===== src/rtl/fir_csd_pkg.sv =====
package fir_csd_pkg;

  localparam int TAPS   = 5;
  localparam int MAXDIG = 4;
  localparam int SHW    = 4;

  // Right-shift amounts, digit d at [d*SHW +: SHW]
  function automatic logic [MAXDIG*SHW-1:0] tap_shifts(input int t);
    case (t)
      0, 4:    return {4'd13, 4'd10, 4'd7, 4'd5};
      1, 3:    return {4'd0, 4'd0, 4'd6, 4'd2};
      default: return {4'd12, 4'd9, 4'd6, 4'd1};
    endcase
  endfunction

  function automatic int tap_ndig(input int t);
    case (t)
      1, 3:    return 2;
      default: return 4;
    endcase
  endfunction

  // Bit d set: digit d is subtracted
  function automatic logic [MAXDIG-1:0] tap_negs(input int t);
    case (t)
      2:       return 4'b1110;
      default: return 4'b0010;
    endcase
  endfunction

  function automatic int neg_count(input logic [MAXDIG-1:0] m, input int n);
    int k;
    k = 0;
    for (int i = 0; i < MAXDIG; i++)
      if (i < n && m[i]) k++;
    return k;
  endfunction

endpackage


===== src/rtl/fir_csd_tap.sv =====
module fir_csd_tap
  import fir_csd_pkg::*;
#(
  parameter int W    = 16,
  parameter int FRAC = 14,
  parameter int GROW = 2,
  parameter logic [MAXDIG*SHW-1:0] SHIFTS = '0,
  parameter logic [MAXDIG-1:0] NEGS = '0,
  parameter int NDIG = 1,
  parameter bit HAS_PREV = 1'b1,
  localparam int IW = W + FRAC + GROW
) (
  input  logic          clk,
  input  logic          rst,
  input  logic          en,
  input  logic [W-1:0]  x,
  input  logic [IW-1:0] prev_c,
  input  logic [IW-1:0] prev_s,
  output logic [IW-1:0] c_q,
  output logic [IW-1:0] s_q
);

  localparam int NNEG = neg_count(NEGS, NDIG);

  function automatic logic [IW-1:0] csa_s(input logic [IW-1:0] a, b, c);
    return a ^ b ^ c;
  endfunction

  function automatic logic [IW-1:0] csa_c(input logic [IW-1:0] a, b, c);
    return ((a & b) | (a & c) | (b & c)) << 1;
  endfunction

  // Sample aligned to FRAC fractional bits, shifted, optionally inverted
  function automatic logic [IW-1:0] pp_term(input logic [W-1:0] xi, input int sh,
                                            input logic neg);
    logic signed [IW-1:0] w;
    w = $signed({{GROW{xi[W-1]}}, xi, {FRAC{1'b0}}});
    w = w >>> sh;
    return neg ? ~w : w;
  endfunction

  logic [IW-1:0] s_acc, c_acc, s_nxt, c_nxt, term, corr;
  logic [IW-1:0] tap_s, tap_c;

  always_comb begin
    s_acc = prev_s & {IW{HAS_PREV}};
    c_acc = prev_c & {IW{HAS_PREV}};
    for (int d = 0; d < MAXDIG; d++) begin
      if (d < NDIG) begin
        term  = pp_term(x, int'(SHIFTS[d*SHW +: SHW]), NEGS[d]);
        s_nxt = csa_s(s_acc, c_acc, term);
        c_nxt = csa_c(s_acc, c_acc, term);
        s_acc = s_nxt;
        c_acc = c_nxt;
      end
    end
    corr  = IW'(NNEG);
    term  = '0;
    s_nxt = '0;
    c_nxt = '0;
    tap_s = csa_s(s_acc, c_acc, corr);
    tap_c = csa_c(s_acc, c_acc, corr);
  end

  always_ff @(posedge clk) begin
    if (rst) begin
      c_q <= '0;
      s_q <= '0;
    end else if (en) begin
      c_q <= tap_c;
      s_q <= tap_s;
    end
  end

endmodule


===== src/rtl/fir_csd_cpa.sv =====
module fir_csd_cpa #(
  parameter int IW     = 32,
  parameter int OW     = 18,
  parameter int STAGES = 2
) (
  input  logic          clk,
  input  logic          rst,
  input  logic          in_valid,
  input  logic [IW-1:0] in_c,
  input  logic [IW-1:0] in_s,
  output logic          out_valid,
  output logic [OW-1:0] out_y
);

  localparam int SEG = (IW + STAGES - 1) / STAGES;
  localparam int PW  = SEG * STAGES;

  logic [PW-1:0] a_st  [STAGES];
  logic [PW-1:0] b_st  [STAGES];
  logic          cy_st [STAGES];
  logic [PW-1:0] r_st  [STAGES+1];
  logic          v_st  [STAGES+1];

  assign a_st[0]  = PW'(in_c);
  assign b_st[0]  = PW'(in_s);
  assign cy_st[0] = 1'b0;
  assign r_st[0]  = '0;
  assign v_st[0]  = in_valid;

  for (genvar i = 0; i < STAGES; i++) begin : g_stage
    logic [SEG:0]  seg_sum;
    logic [PW-1:0] r_next;
    logic [PW-1:0] r_q;
    logic          v_q;

    assign seg_sum = {1'b0, a_st[i][i*SEG +: SEG]} + {1'b0, b_st[i][i*SEG +: SEG]}
                   + {{SEG{1'b0}}, cy_st[i]};

    always_comb begin
      r_next = r_st[i];
      r_next[i*SEG +: SEG] = seg_sum[SEG-1:0];
    end

    always_ff @(posedge clk) begin
      if (rst) begin
        r_q <= '0;
        v_q <= 1'b0;
      end else begin
        r_q <= r_next;
        v_q <= v_st[i];
      end
    end

    assign r_st[i+1] = r_q;
    assign v_st[i+1] = v_q;

    if (i < STAGES - 1) begin : g_fwd
      logic [PW-1:0] a_q, b_q;
      logic          cy_q;
      always_ff @(posedge clk) begin
        if (rst) begin
          a_q  <= '0;
          b_q  <= '0;
          cy_q <= 1'b0;
        end else begin
          a_q  <= a_st[i];
          b_q  <= b_st[i];
          cy_q <= seg_sum[SEG];
        end
      end
      assign a_st[i+1]  = a_q;
      assign b_st[i+1]  = b_q;
      assign cy_st[i+1] = cy_q;
    end else begin : g_last
      logic carry_unused;
      assign carry_unused = seg_sum[SEG];
    end
  end

  logic cpa_unused;
  assign cpa_unused = ^{a_st[STAGES-1], b_st[STAGES-1], r_st[STAGES]};

  assign out_y     = r_st[STAGES][IW-1 -: OW];
  assign out_valid = v_st[STAGES];

endmodule


===== src/rtl/fir_csd_transposed.sv =====
module fir_csd_transposed
  import fir_csd_pkg::*;
#(
  parameter int W          = 16,
  parameter int FRAC       = 14,
  parameter int GROW       = 2,
  parameter int CPA_STAGES = 2,
  parameter bit USE_CPA    = 1'b1,
  localparam int IW = W + FRAC + GROW,
  localparam int OW = W + GROW
) (
  input  logic          clk,
  input  logic          rst,
  input  logic          in_valid,
  input  logic [W-1:0]  in_sample,
  output logic          red_valid,
  output logic [IW-1:0] red_carry,
  output logic [IW-1:0] red_sum,
  output logic          out_valid,
  output logic [OW-1:0] out_y
);

  logic [IW-1:0] c_chain [TAPS];
  logic [IW-1:0] s_chain [TAPS];
  logic          sample_take;
  logic          red_valid_q;

  assign sample_take = in_valid;

  // Tap TAPS-1 starts the chain; tap 0 produces the result
  for (genvar t = 0; t < TAPS; t++) begin : g_tap
    localparam int NXT = (t == TAPS - 1) ? t : t + 1;
    fir_csd_tap #(
      .W(W), .FRAC(FRAC), .GROW(GROW),
      .SHIFTS(tap_shifts(t)),
      .NEGS(tap_negs(t)),
      .NDIG(tap_ndig(t)),
      .HAS_PREV(t != TAPS - 1)
    ) u_tap (
      .clk(clk),
      .rst(rst),
      .en(sample_take),
      .x(in_sample),
      .prev_c(c_chain[NXT]),
      .prev_s(s_chain[NXT]),
      .c_q(c_chain[t]),
      .s_q(s_chain[t])
    );
  end

  always_ff @(posedge clk) begin
    if (rst) red_valid_q <= 1'b0;
    else     red_valid_q <= sample_take;
  end

  assign red_valid = red_valid_q;
  assign red_carry = c_chain[0];
  assign red_sum   = s_chain[0];

  if (USE_CPA) begin : g_cpa
    fir_csd_cpa #(.IW(IW), .OW(OW), .STAGES(CPA_STAGES)) u_cpa (
      .clk(clk),
      .rst(rst),
      .in_valid(red_valid_q),
      .in_c(c_chain[0]),
      .in_s(s_chain[0]),
      .out_valid(out_valid),
      .out_y(out_y)
    );
  end else begin : g_nocpa
    assign out_valid = 1'b0;
    assign out_y     = '0;
  end

endmodule


===== config.mk =====
export PLATFORM = sky130hd
export DESIGN_NAME = fir_csd_transposed
export DESIGN_NICKNAME = d
export VERILOG_FILES = /design/src/rtl/fir_csd_pkg.sv /design/src/rtl/fir_csd_tap.sv /design/src/rtl/fir_csd_cpa.sv /design/src/rtl/fir_csd_transposed.sv
export SDC_FILE = /design/constraint.sdc
export NUM_CORES = 1
export LEC_CHECK = 0
export BUFFER_PORTS_ARGS = -buffer_cell sky130_fd_sc_hd__buf_2
export CAP_MARGIN = 20
export CORE_UTILIZATION = 58
export CTS_BUF_LIST = sky130_fd_sc_hd__clkbuf_4 sky130_fd_sc_hd__clkbuf_8
export CTS_CLUSTER_DIAMETER = 100
export CTS_CLUSTER_SIZE = 28
export DETAILED_ROUTE_END_ITERATION = 10
export PLACE_DENSITY = 0.77
export SETUP_SLACK_MARGIN = 0.5
export SLEW_MARGIN = 20
export SYNTH_ARGS = -nofsm -noshare
export SYNTH_HDL_FRONTEND = slang
export SYNTH_SLANG_ARGS = --single-unit

===== constraint.sdc =====
create_clock -name clk -period 16.1 [get_ports clk]
set_input_delay 0.805 -clock clk [delete_from_list [all_inputs] [get_ports clk]]
set_output_delay 0.805 -clock clk [all_outputs]
set_load 0.02 [all_outputs]

==> flow_metrics.py <==
metrics = {
    "floorplan": {
        "io_pins": 103,
        "die_y_um": 208,
        "die_w_um": 208,
        "rows": 75,
        "core_area_um2": 41900,
        "die_area_um2": 43400,
        "initial_core_util": 0.589,
    },
    "final_layout": {
        "finalNetCount": 3058,
        "multi_input_area_um2": 15300,
        "mostFrequentLayoutCell": "inv_1",
        "area_delta_synth_final_pct": 3.86,
        "diodes": 0,
        "fin_cells": 3047,
        "design_area_um2": 25700,
        "nFillCells": 3487,
        "layout_common_cells": "inv_1 (481), dfxtp_1 (348), nor2_1 (343)",
        "final_layout_size_suffix_gt1_frac": 0.0538,
        "seqCellArea_um2": 6970,
        "final_util": 0.612,
    },
    "setup_path": {
        "worstSetupPathType": "in -> reg",
        "r2r-end": "g_tap[0].u_tap.s_q[12]$_SDFFE_PP0P_",
        "cp.required_ns": 16.57,
        "reg2reg_depth": 11,
        "r2r_setup_slack_ns": 13.00,
        "critical_path.max_fanout": 47,
        "rr_startpoint": "g_tap[1].u_tap.c_q[12]$_SDFFE_PP0P_",
        "critPathArrivalTime_ns": 4.43,
        "end_kind": "flip-flop",
        "start_kind": "primary input",
    },
    "routing": {
        "totalWireLength_um": 45400,
        "drtPass1Iterations": 5,
        "drc": 0,
        "vias_per_cell": 5.22,
        "via_count": 15904,
        "drt-wirelength-per-cell_um": 14.9,
        "first_iter_violations": 743,
        "antenna_left": 0,
    },
    "cts": {
        "cts_setup_buffers": 0,
        "htreeDepth": 1,
        "clk_pin_slew_ns": 0.17,
        "numCtsBuffers": 16,
        "cts_resized": 0,
        "cts_root_buffer": "clkbuf_8",
        "clk_latency_ns": 0.59,
        "ctsHoldBuffers": 0,
        "numClockSinks": 348,
        "tritoncts": "done",
        "clock_path_buffers": 3,
    },
    "job": {
        "maxCapViolations": 0,
    },
    "timing": {
        "hold_viol_final": 0,
        "finalSetupViolations": 0,
        "fin_skew_ns": 0.0197,
        "fmax_ghz": 0.252,
        "worst_pin_slew_ns": 1.08,
        "rsz0062_at_grt": "no",
        "relSlewSlack": 0.281,
        "tns_ns": 0,
        "min_period_over_period": 0.246,
        "slew_viol_final": 0,
        "period_needed_ns": 3.96,
    },
    "grt": {
        "grt_max_degree": 223,
        "overflow": 0,
        "grt_pass1_wl_um": 76800,
        "grt_pass1_vias": 15785,
        "grt_util_all_layers": 0.214,
        "antenna_found_initial": 0,
    },
    "power_and_ir_drop": {
        "p_sw_mw": 1.77,
        "sw_frac_of_total": 0.429,
        "pwr-share-comb": 0.607,
        "p_total_mw": 4.12,
        "ir_drop_uv": 101,
        "seq_power_share": 0.298,
        "powerDensity_nw_per_um2": 161,
        "clkPwrFrac": 0.095,
        "cellLeakagePower_nw": 13.1,
        "internal-power_mw": 2.35,
    },
    "synth": {
        "avgSynthCellArea_um2": 9.86,
        "synth-async-reset-ratio": 0,
        "synth-edff-count": 0,
        "synth.ff_latch_count": 348,
        "synth-warning-count": 0,
        "synth_area_leaders": "dfxtp_1 (28%), fa_1 (20%), ha_1 (14%)",
        "syn_inst": 2505,
        "yosysTopAreaCell": "dfxtp_1",
        "ys_seq_area_frac": 0.282,
        "synth_ff_type": "dfxtp_1",
        "syn_area_um2": 24700,
        "ys_types": 53,
        "yosysTopAreaCellShare": 0.282,
    },
    "placed_design": {
        "postPlaceCellArea_um2": 25400,
        "port-buffer-count": 99,
        "dp_cells": 3027,
        "dp_hpwl_um": 33200,
        "gp_congestion": 0.859,
    },
    "run_status": {
        "outcome": "finished clean",
    },
    "worst_hold_path": {
        "min_path_cells": 1,
        "min_to": "g_cpa.u_cpa.g_stage[1].r_q[14]$_SDFF_PP0_",
        "min_from": "g_cpa.u_cpa.g_stage[0].r_q[14]$_SDFF_PP0_",
        "hold_path.class": "reg -> reg",
    },
}
==> layout make-up <==
class / count / area share
Multi-Input combinational cell: 1554 / 0.598
Sequential cell: 348 / 0.272
Inverter: 482 / 0.0706
Tap cell: 539 / 0.0263
Timing Repair Buffer: 104 / 0.0226
Clock buffer: 18 / 0.00965
Clock inverter: 2 / 0.00161
==> cell usage after synthesis (2+ instances only) <==
library cell	number
a31oi_1	4
a21oi_2	2
or3_1	3
nor2b_1	44
a21oi_1	52
buf_4	33
o221ai_1	3
nand2_1	30
o21bai_1	4
a21boi_0	2
o31a_1	2
nand3_1	8
o211ai_1	2
buf_1	18
a22oi_1	3
a21o_1	11
o21ai_0	42
xnor2_1	84
mux2i_1	292
fa_1	248
buf_2	11
o22ai_1	5
nor3_1	8
and3_1	3
nand2b_1	9
dfxtp_1	348
nand3b_1	2
clkbuf_1	61
or2_2	2
o2111ai_1	3
mux2_2	4
a221o_1	2
nor2_1	343
inv_1	482
a211oi_1	7
xor2_1	26
ha_1	285
nand4_1	2
==> power by group through the flow <==
stage | Sequential (mW) | Clock (mW) | Combinational, mW
after floorplan | 1.25 | 0 | 1.99
after global placement | 1.24 | 0 | 2.44
after detailed placement | 1.25 | 0 | 2.54
after CTS | 1.23 | 0.407 | 2.56
after global routing | 1.26 | 0.432 | 2.92
final | 1.23 | 0.392 | 2.50
==> worst max-delay path, stage by stage <==
cell,delay (ns)
buf_4,0.22
inv_4,0.37
buf_4,0.70
fa_1,0.54
xnor2_1,0.50
nor2_1,0.11
a21oi_1,0.16
nor2_1,0.05
a221o_1,0.27
a21oi_1,0.13
ha_1,0.25
mux2i_1,0.15
nor2_1,0.06
==> routing by layer <==
layer,wire [µm],share of wire,GRT usage
met1,19500,0.43,0.276
met2,24100,0.53,0.388
met3,950,0.021,0.0199
met4,871,0.019,0.0470
met5,0,0,0
==> through the flow <==
step	hold WS (ns)	setup slack (ns)
3_3_place_gp	0.427	11.59
4_1_cts	0.459	12.17
3_5_place_dp	0.426	11.51
2_1_floorplan	0.414	10.08
6_report	0.457	12.14
5_1_grt	0.467	11.87
==> worst max path at each step <==
stage	end	slack (ns)	from	cells past startpoint
3_5_place_dp	g_tap[0].u_tap.s_q[29]$_SDFFE_PP0P_	11.51	in_sample[15]	12
4_1_cts	g_tap[0].u_tap.s_q[29]$_SDFFE_PP0P_	12.17	in_sample[15]	12
3_3_place_gp	g_tap[2].u_tap.s_q[30]$_SDFFE_PP0P_	11.59	in_sample[15]	13
6_report	g_tap[2].u_tap.s_q[30]$_SDFFE_PP0P_	12.14	in_sample[15]	13
2_1_floorplan	g_tap[2].u_tap.s_q[30]$_SDFFE_PP0P_	10.08	in_sample[15]	14
5_1_grt	g_tap[2].u_tap.s_q[30]$_SDFFE_PP0P_	11.87	in_sample[15]	13
==> registers in the layout (all words and copies together), names as in the netlist <==
name and cells:
g_tap.u_tap.s_q 150, g_tap.u_tap.c_q 142, red_valid 1, g_cpa.u_cpa.g_stage.r_q 20, g_cpa.u_cpa.g_stage.g_fwd.cy_q 1, g_cpa.u_cpa.g_stage.v_q 1
g_cpa.u_cpa.g_stage.g_fwd.b_q 16, g_cpa.u_cpa.g_stage.g_fwd.a_q 16, g_cpa.u_cpa.out_valid 1
==> kinds of logic (layout without fill, tap and decap cells) <==
group / count (synthesis) / in the layout / share of synthesized area
buf+inv: 605 / 606 / 0.0975
simple gates: 456 / 456 / 0.0770
flops: 348 / 348 / 0.282
mux: 297 / 297 / 0.121
fa+ha+maj: 533 / 533 / 0.345
xor+xnor: 110 / 110 / 0.0390
compound gates: 155 / 155 / 0.0384
other cells: 1 / 3 / 0.000152
(Power assumes the default switching activity.)
